==> config.mk <==
export PLATFORM = sky130hd
export DESIGN_NAME = bscan_tap
export DESIGN_NICKNAME = d
export VERILOG_FILES = /design/src/rtl/bscan_pkg.sv /design/src/rtl/tap_fsm.sv /design/src/rtl/instr_reg.sv /design/src/rtl/boundary_reg.sv /design/src/rtl/bscan_tap.sv
export SDC_FILE = /design/constraint.sdc
export NUM_CORES = 1
export LEC_CHECK = 0
export BUFFER_PORTS_ARGS = -buffer_cell sky130_fd_sc_hd__buf_2
export CAP_MARGIN = 10
export CORE_UTILIZATION = 55
export CTS_BUF_LIST = sky130_fd_sc_hd__clkbuf_16
export DETAILED_ROUTE_END_ITERATION = 8
export PLACE_DENSITY = 0.84
export SETUP_SLACK_MARGIN = 0.4
export SLEW_MARGIN = 5
export SYNTH_ARGS = -nofsm -noshare
export SYNTH_HDL_FRONTEND = slang
export SYNTH_SLANG_ARGS = --single-unit
==> constraint.sdc <==
create_clock -name tck_i -period 2.61 [get_ports tck_i]
set_clock_uncertainty 0.2 [all_clocks]
set_input_delay 0.522 -clock tck_i [delete_from_list [all_inputs] [get_ports tck_i]]
set_output_delay 0.522 -clock tck_i [all_outputs]
set_load 0.02 [all_outputs]
==> src/rtl/bscan_pkg.sv <==
`timescale 1ns/1ps
package bscan_pkg;
  typedef enum logic [3:0] {
    ST_RESET, ST_IDLE,
    ST_SEL_DR, ST_CAP_DR, ST_SHIFT_DR, ST_EXIT1_DR, ST_PAUSE_DR, ST_EXIT2_DR, ST_UPD_DR,
    ST_SEL_IR, ST_CAP_IR, ST_SHIFT_IR, ST_EXIT1_IR, ST_PAUSE_IR, ST_EXIT2_IR, ST_UPD_IR
  } tap_state_e;

  localparam int IR_W = 3;
  localparam logic [IR_W-1:0] OP_EXTEST  = 3'b000;
  localparam logic [IR_W-1:0] OP_SAMPLE  = 3'b001;
  localparam logic [IR_W-1:0] OP_BYPASS  = 3'b111;
  localparam logic [IR_W-1:0] IR_CAPTURE = 3'b001;
endpackage

==> src/rtl/tap_fsm.sv <==
`timescale 1ns/1ps
module tap_fsm
  import bscan_pkg::*;
(
  input  logic       tck_i,
  input  logic       rst_ni,
  input  logic       tms_i,
  output tap_state_e state_o
);
  tap_state_e state_q, state_d;

  always_comb begin
    state_d = state_q;
    unique case (state_q)
      ST_RESET:    state_d = tms_i ? ST_RESET    : ST_IDLE;
      ST_IDLE:     state_d = tms_i ? ST_SEL_DR   : ST_IDLE;
      ST_SEL_DR:   state_d = tms_i ? ST_SEL_IR   : ST_CAP_DR;
      ST_CAP_DR:   state_d = tms_i ? ST_EXIT1_DR : ST_SHIFT_DR;
      ST_SHIFT_DR: state_d = tms_i ? ST_EXIT1_DR : ST_SHIFT_DR;
      ST_EXIT1_DR: state_d = tms_i ? ST_UPD_DR   : ST_PAUSE_DR;
      ST_PAUSE_DR: state_d = tms_i ? ST_EXIT2_DR : ST_PAUSE_DR;
      ST_EXIT2_DR: state_d = tms_i ? ST_UPD_DR   : ST_SHIFT_DR;
      ST_UPD_DR:   state_d = tms_i ? ST_SEL_DR   : ST_IDLE;
      ST_SEL_IR:   state_d = tms_i ? ST_RESET    : ST_CAP_IR;
      ST_CAP_IR:   state_d = tms_i ? ST_EXIT1_IR : ST_SHIFT_IR;
      ST_SHIFT_IR: state_d = tms_i ? ST_EXIT1_IR : ST_SHIFT_IR;
      ST_EXIT1_IR: state_d = tms_i ? ST_UPD_IR   : ST_PAUSE_IR;
      ST_PAUSE_IR: state_d = tms_i ? ST_EXIT2_IR : ST_PAUSE_IR;
      ST_EXIT2_IR: state_d = tms_i ? ST_UPD_IR   : ST_SHIFT_IR;
      ST_UPD_IR:   state_d = tms_i ? ST_SEL_DR   : ST_IDLE;
      default:     state_d = ST_RESET;
    endcase
  end

  always_ff @(posedge tck_i or negedge rst_ni) begin
    if (!rst_ni) state_q <= ST_RESET;
    else         state_q <= state_d;
  end

  assign state_o = state_q;
endmodule

==> src/rtl/instr_reg.sv <==
`timescale 1ns/1ps
module instr_reg
  import bscan_pkg::*;
(
  input  logic            tck_i,
  input  logic            rst_ni,
  input  tap_state_e      state_i,
  input  logic            tdi_i,
  output logic [IR_W-1:0] ir_o,
  output logic            so_o
);
  logic [IR_W-1:0] sh_q, ir_q;

  always_ff @(posedge tck_i or negedge rst_ni) begin
    if (!rst_ni) begin
      sh_q <= '0;
      ir_q <= OP_BYPASS;
    end else begin
      unique case (state_i)
        ST_CAP_IR:   sh_q <= IR_CAPTURE;
        ST_SHIFT_IR: sh_q <= {tdi_i, sh_q[IR_W-1:1]};
        ST_UPD_IR:   ir_q <= sh_q;
        ST_RESET:    ir_q <= OP_BYPASS;
        default: ;
      endcase
    end
  end

  assign ir_o = ir_q;
  assign so_o = sh_q[0];
endmodule

==> src/rtl/boundary_reg.sv <==
`timescale 1ns/1ps
module boundary_reg #(
  parameter int NUM_PADS = 8
) (
  input  logic                tck_i,
  input  logic                rst_ni,
  input  logic                capture_i,
  input  logic                shift_i,
  input  logic                update_i,
  input  logic                tdi_i,
  input  logic [NUM_PADS-1:0] pad_in_i,
  output logic [NUM_PADS-1:0] hold_o,
  output logic                so_o
);
  logic [NUM_PADS-1:0] sh_q, hold_q;

  // cell i: shift input from cell i+1, top cell from tdi
  for (genvar i = 0; i < NUM_PADS; i++) begin : g_cell
    logic sin;
    if (i == NUM_PADS-1) begin : g_top
      assign sin = tdi_i;
    end else begin : g_mid
      assign sin = sh_q[i+1];
    end

    always_ff @(posedge tck_i or negedge rst_ni) begin
      if (!rst_ni) begin
        sh_q[i]   <= 1'b0;
        hold_q[i] <= 1'b0;
      end else begin
        if (capture_i)    sh_q[i]   <= pad_in_i[i];
        else if (shift_i) sh_q[i]   <= sin;
        if (update_i)     hold_q[i] <= sh_q[i];
      end
    end
  end

  assign hold_o = hold_q;
  assign so_o   = sh_q[0];
endmodule

==> src/rtl/bscan_tap.sv <==
`timescale 1ns/1ps
module bscan_tap
  import bscan_pkg::*;
#(
  parameter int NUM_PADS = 8
) (
  input  logic                tck_i,
  input  logic                rst_ni,
  input  logic                tms_i,
  input  logic                tdi_i,
  output logic                tdo_o,
  output logic                tdo_en_o,
  input  logic                hiz_req_i,
  input  logic [NUM_PADS-1:0] core_out_i,
  input  logic [NUM_PADS-1:0] core_oe_i,
  input  logic [NUM_PADS-1:0] pad_in_i,
  output logic [NUM_PADS-1:0] pad_out_o,
  output logic [NUM_PADS-1:0] pad_oe_o
);
  tap_state_e          tap_state;
  logic [IR_W-1:0]     ir_q;
  logic                ir_so, bnd_so, byp_q;
  logic                is_extest, bnd_sel;
  logic [NUM_PADS-1:0] bnd_hold;
  logic                tdo_q, tdo_en_q;

  tap_fsm u_fsm (
    .tck_i  (tck_i),
    .rst_ni (rst_ni),
    .tms_i  (tms_i),
    .state_o(tap_state)
  );

  instr_reg u_ir (
    .tck_i  (tck_i),
    .rst_ni (rst_ni),
    .state_i(tap_state),
    .tdi_i  (tdi_i),
    .ir_o   (ir_q),
    .so_o   (ir_so)
  );

  assign is_extest = (ir_q == OP_EXTEST);
  assign bnd_sel   = is_extest || (ir_q == OP_SAMPLE);

  boundary_reg #(.NUM_PADS(NUM_PADS)) u_bnd (
    .tck_i    (tck_i),
    .rst_ni   (rst_ni),
    .capture_i(bnd_sel && tap_state == ST_CAP_DR),
    .shift_i  (bnd_sel && tap_state == ST_SHIFT_DR),
    .update_i (bnd_sel && tap_state == ST_UPD_DR),
    .tdi_i    (tdi_i),
    .pad_in_i (pad_in_i),
    .hold_o   (bnd_hold),
    .so_o     (bnd_so)
  );

  // unknown codes fall through to the bypass flop
  always_ff @(posedge tck_i or negedge rst_ni) begin
    if (!rst_ni)                                  byp_q <= 1'b0;
    else if (!bnd_sel && tap_state == ST_CAP_DR)   byp_q <= 1'b0;
    else if (!bnd_sel && tap_state == ST_SHIFT_DR) byp_q <= tdi_i;
  end

  always_ff @(negedge tck_i or negedge rst_ni) begin
    if (!rst_ni) begin
      tdo_q    <= 1'b0;
      tdo_en_q <= 1'b0;
    end else begin
      tdo_en_q <= (tap_state == ST_SHIFT_IR) || (tap_state == ST_SHIFT_DR);
      if (tap_state == ST_SHIFT_IR) tdo_q <= ir_so;
      else                          tdo_q <= bnd_sel ? bnd_so : byp_q;
    end
  end

  assign tdo_o     = tdo_q;
  assign tdo_en_o  = tdo_en_q;
  assign pad_out_o = is_extest ? bnd_hold : core_out_i;
  assign pad_oe_o  = is_extest ? '1 : (hiz_req_i ? '0 : core_oe_i);
endmodule

Yosys cells after proc, flatten, opt, wreduce, memory -nomap -nowiden
Index checks and enable logic that the tools add are counted.
- equal/unequal tests: 16
- multiplexer cells: 38
- reduce and logical (&&, ||, !) cells: 17
- operators with widths (operator ; count):
    case mux 4 bit (12 select lines) ; 1
    equality test 4 bit, second input constant ; 8
    two-way mux 8 bit ; 3
    two-way mux 1 bit ; 23
    equality test 4 x 3 -> 1 bit, second input constant ; 4
    two-way mux 4 bit ; 4
    case mux 3 bit (2 select lines) ; 2
    equality test 4 x 2 -> 1 bit, second input constant ; 2
    nonzero test 2 bit ; 4
    two-way mux 2 bit ; 3
    two-way mux 3 bit ; 2
    logical AND 1 bit ; 5
    equality test 4 x 1 -> 1 bit, second input constant ; 1
    zero test 4 bit ; 1
    OR reduction 2 bit ; 2
    equality test 3 x 1 -> 1 bit, second input constant ; 1
    zero test 3 bit ; 1
    OR reduction 3 bit ; 1
    logical OR 1 bit ; 2
    zero test 1 bit ; 1
- register bits: 29
- output and inout port bits: 18

Longest topological paths before layout
- depth after elaboration: 6
- depth in mapped cells: 6

Hierarchy
A second synthesis with hierarchy kept.
- cells, all modules: 163
- area total of the unflattened synthesis: 1681.6 um2
- modules (own cells, without submodules) (module ; instances ; cells each ; area an instance (um2) ; sequential area each (um2)):
    boundary_reg ; 1 ; 51 ; 704.4 ; 400.4
    bscan_tap ; 1 ; 47 ; 386.6 ; 75.1
    tap_fsm ; 1 ; 37 ; 314.1 ; 100.1
    instr_reg ; 1 ; 28 ; 276.5 ; 153.9

==> results.md <==
- Fraction of layout cells with a size suffix above 1: 43.9%
- DR DRC count: 0
- Nets: 281
- Worst VDD drop: 1010 uV
- Area leader, netlist: dfrtp_1
- Die area: 3180 sq um
- R2r startpoint: u_fsm.state_o[2]
- Post-DP HPWL: 2.48 mm
- CP max stage delay: 0.42 ns
- Number of setup violations in the final report: 2
- Max-cap check violation count: 0
- Endpoint class of the critical path: primary output
- Largest net degree at the start of global routing: 28
- Flops & latches, synth: 29
- Leak Pwr: 1.19 nW
- Num rows: 19
- Vias: 1,723
- CTS buffer count: 5
- Largest cells by area after synthesis: dfrtp_1 (37%), nand2_1 (10%), o21ai_0 (8.3%)
- Seq/Total Area, Yosys: 44.9%
- CTS tree: done
- Skew-Pair Late Insertion Delay: 0.28 ns
- Top cell type's share of synthesized area: 37.0%
- Critical path, cell by cell: buf_6
- CTS Sinks: 29
- Die H: 56.4 microns
- Total GRT Usage: 29.0%
- Seq pwr share: 35.1%
- Final hold violations: 0
- Vias in the first global route: 1,468
- Core ar.: 2780 sq um
- Cell Pwr Density: 966 nW/um^2
- Clk root buf: clkbuf_16
- Wire per inst: 18.5 microns
- Clock slew at reported path FFs: 0.05 ns
- Combinational share of power: 40.8%
- Post-Synthesis Cell Area: 1630 sq um
- Worst-path maximum fanout: 1
- TritonRoute pass-1 iters: 4
- Drt initial violations: 86
- WP data required: 1.89 ns
- Via-to-Cell Ratio: 6.07
- Hold Path Class: in2async
- Ant diodes: 0
- Initial core utilization: 58.4%
- Post-Syn Nets: 217
- Post-synth EDFFs: 0
- Post-route ant nets: 0
- Port bufs: 46
- Routed wire length: 5.25 mm
- Switching share of power: 37.5%
- Die width: 56.4 microns
- CP startpoint: tdo_en_o
- Worst EP arrival: 2.14 ns
- Yosys cell types: 35
- Final GP Congestion: 0.842
- RSZ-0062 raised after global routing: true
- Syn-to-layout area delta: 42.1%
- CTS max path bufs: 2
- Syn_area_per_cell: 8.65 sq um
- Worst path buffer plus inverter count: 1
- Commonest cells post-synth: nand2_1 (45), o21ai_0 (27), dfrtp_1 (24)
- Yosys warns: 0
- Global-route wire length before repair: 6.76 mm
- Crit path max-delay family: flip-flops
- Async S/R FF share, synth: 100%
- Max-slew headroom: 64.1%
- Setup TNS: -0.494 ns
- Worst-margin pin slew: 0.539 ns
- Top Ports: 47
- Status: finished, violations left
- P_int: 1.39 mW
- # fillers: 138
- Most common cell in the netlist: nand2_1
- Tot Pwr: 2.23 mW
- H-tree depth: 2
- Final Max Tran Viols: 0
- Failing checks: negative setup slack
- Aggregate global routing overflow: 0
- Setup WS post-layout: -0.254 ns
- Psw: 837 uW
- Slowest CP cell: dfrtn_1
- Prevailing post-synth register cell: dfrtp_1
- Initial antenna violation count: 0
- Crit Path Class: reg2out
- Synthesized instance count: 188
- Clk pwr share: 24.1%
- Setup crit start kind: flop
-- cell usage in the layout (no fill, tap or decap), types with 2 or more instances in the layout --
cell type	instances
nor2_1	8
a22oi_1	3
clkbuf_16	5
a311oi_1	2
inv_1	10
nand2b_1	3
mux2_2	8
nand3_1	2
o21ai_1	4
buf_2	34
dfstp_2	3
dfrtp_1	24
o21ai_0	21
nand2_1	32
clkinv_1	2
mux2i_1	10
nor3_1	2
nand2_2	13
or3_4	2
dfrtn_1	2
nor3b_1	2
o21ai_2	3
a21oi_1	6
buf_4	20
buf_6	13
-- metrics by stage --
stage	instance area, sq um	setup slack [ns]	hold slack, ns	util (%)	instances
2_1_floorplan	1640	0.0236	0.0264	-	188
6_report	2310	-0.254	0.115	83.0	284
4_1_cts	2120	-0.228	0.111	76.2	274
3_5_place_dp	1880	0.0672	0.293	67.6	260
5_1_grt	2310	-0.266	0.142	83.0	284
3_3_place_gp	1880	0.0728	0.286	67.6	260
-- registers in the layout (all words and copies together) (netlist names) --
signal            count
u_bnd.hold_o          8
u_ir.sh_q             3
u_fsm.state_o         4
u_bnd.so_o            1
tdo_o                 1
u_ir.ir_o             3
tdo_en_o              1
byp_q                 1
u_bnd.g_cell.sin      7
-- path summary, 6_finish.rpt --
kind | depth (start not counted) | to | slack [ns]
max in group asynchronous | 1 | tdo_en_o | 1.05
max | 1 | tdo_en_o | -0.25
min in group tck_i | 2 | u_bnd.g_cell[2].sin | 0.32
min reg2reg | 2 | u_bnd.g_cell[2].sin | 0.32
min | 2 | u_bnd.hold_o[4] | 0.11
max reg2reg | 4 | tdo_o | 0.05
-- power groups by stage --
| stage | sequential (mW) | clock [mW] | combinational, mW |
|---|---|---|---|
| 5_1_grt | 0.797 | 0.570 | 0.992 |
| 3_3_place_gp | 0.745 | 0 | 0.673 |
| 2_1_floorplan | 0.727 | 0 | 0.548 |
| 3_5_place_dp | 0.754 | 0 | 0.692 |
| 4_1_cts | 0.755 | 0.533 | 0.765 |
| 6_report | 0.783 | 0.537 | 0.910 |
-- what timing repair did --
action,in CTS,in global routing
setup buffers,5,10
pin swaps,7,17
setup endpoints to repair,20,18
gates resized for setup,17,38
hold buffers,0,0
gates cloned,1,0
-- routing by layer --
layer / wire length (microns) / track usage, % / up-vias / part of all wire, %
met2: 2590 / 49.8 / 104 / 49
li1: - / - / 775 / -
met3: 422 / 9.68 / 43 / 8.0
met1: 1890 / 32.8 / 801 / 36
met5: 0 / 0 / - / 0
met4: 351 / 12.2 / 0 / 6.7
-- cell type report --
| cell class | instances | area (sq um) | area share, % |
|---|---|---|---|
| Inverter | 10 | 37.5 | 1.63 |
| Tap cell | 31 | 38.8 | 1.68 |
| Timing Repair Buffer | 68 | 487 | 21.1 |
| Sequential cell | 29 | 729 | 31.6 |
| Clock inverter | 3 | 12.5 | 0.542 |
| Multi-Input combinational cell | 138 | 880 | 38.1 |
| Clock buffer | 5 | 125 | 5.42 |
-- kinds of logic (layout without fill, tap and decap cells) --
| group | after synthesis | count (layout) | share of synthesized area, % |
|---|---|---|---|
| AO/OA/AOI/OAI | 43 | 43 | 15.1 |
| XOR/XNOR | 1 | 1 | 0.539 |
| buffers and inverters | 22 | 86 | 6.77 |
| flip-flops | 29 | 29 | 44.9 |
| multiplexers | 18 | 18 | 11.7 |
| AND/OR/NAND/NOR | 75 | 76 | 21.0 |
(Power assumes the default switching activity.)
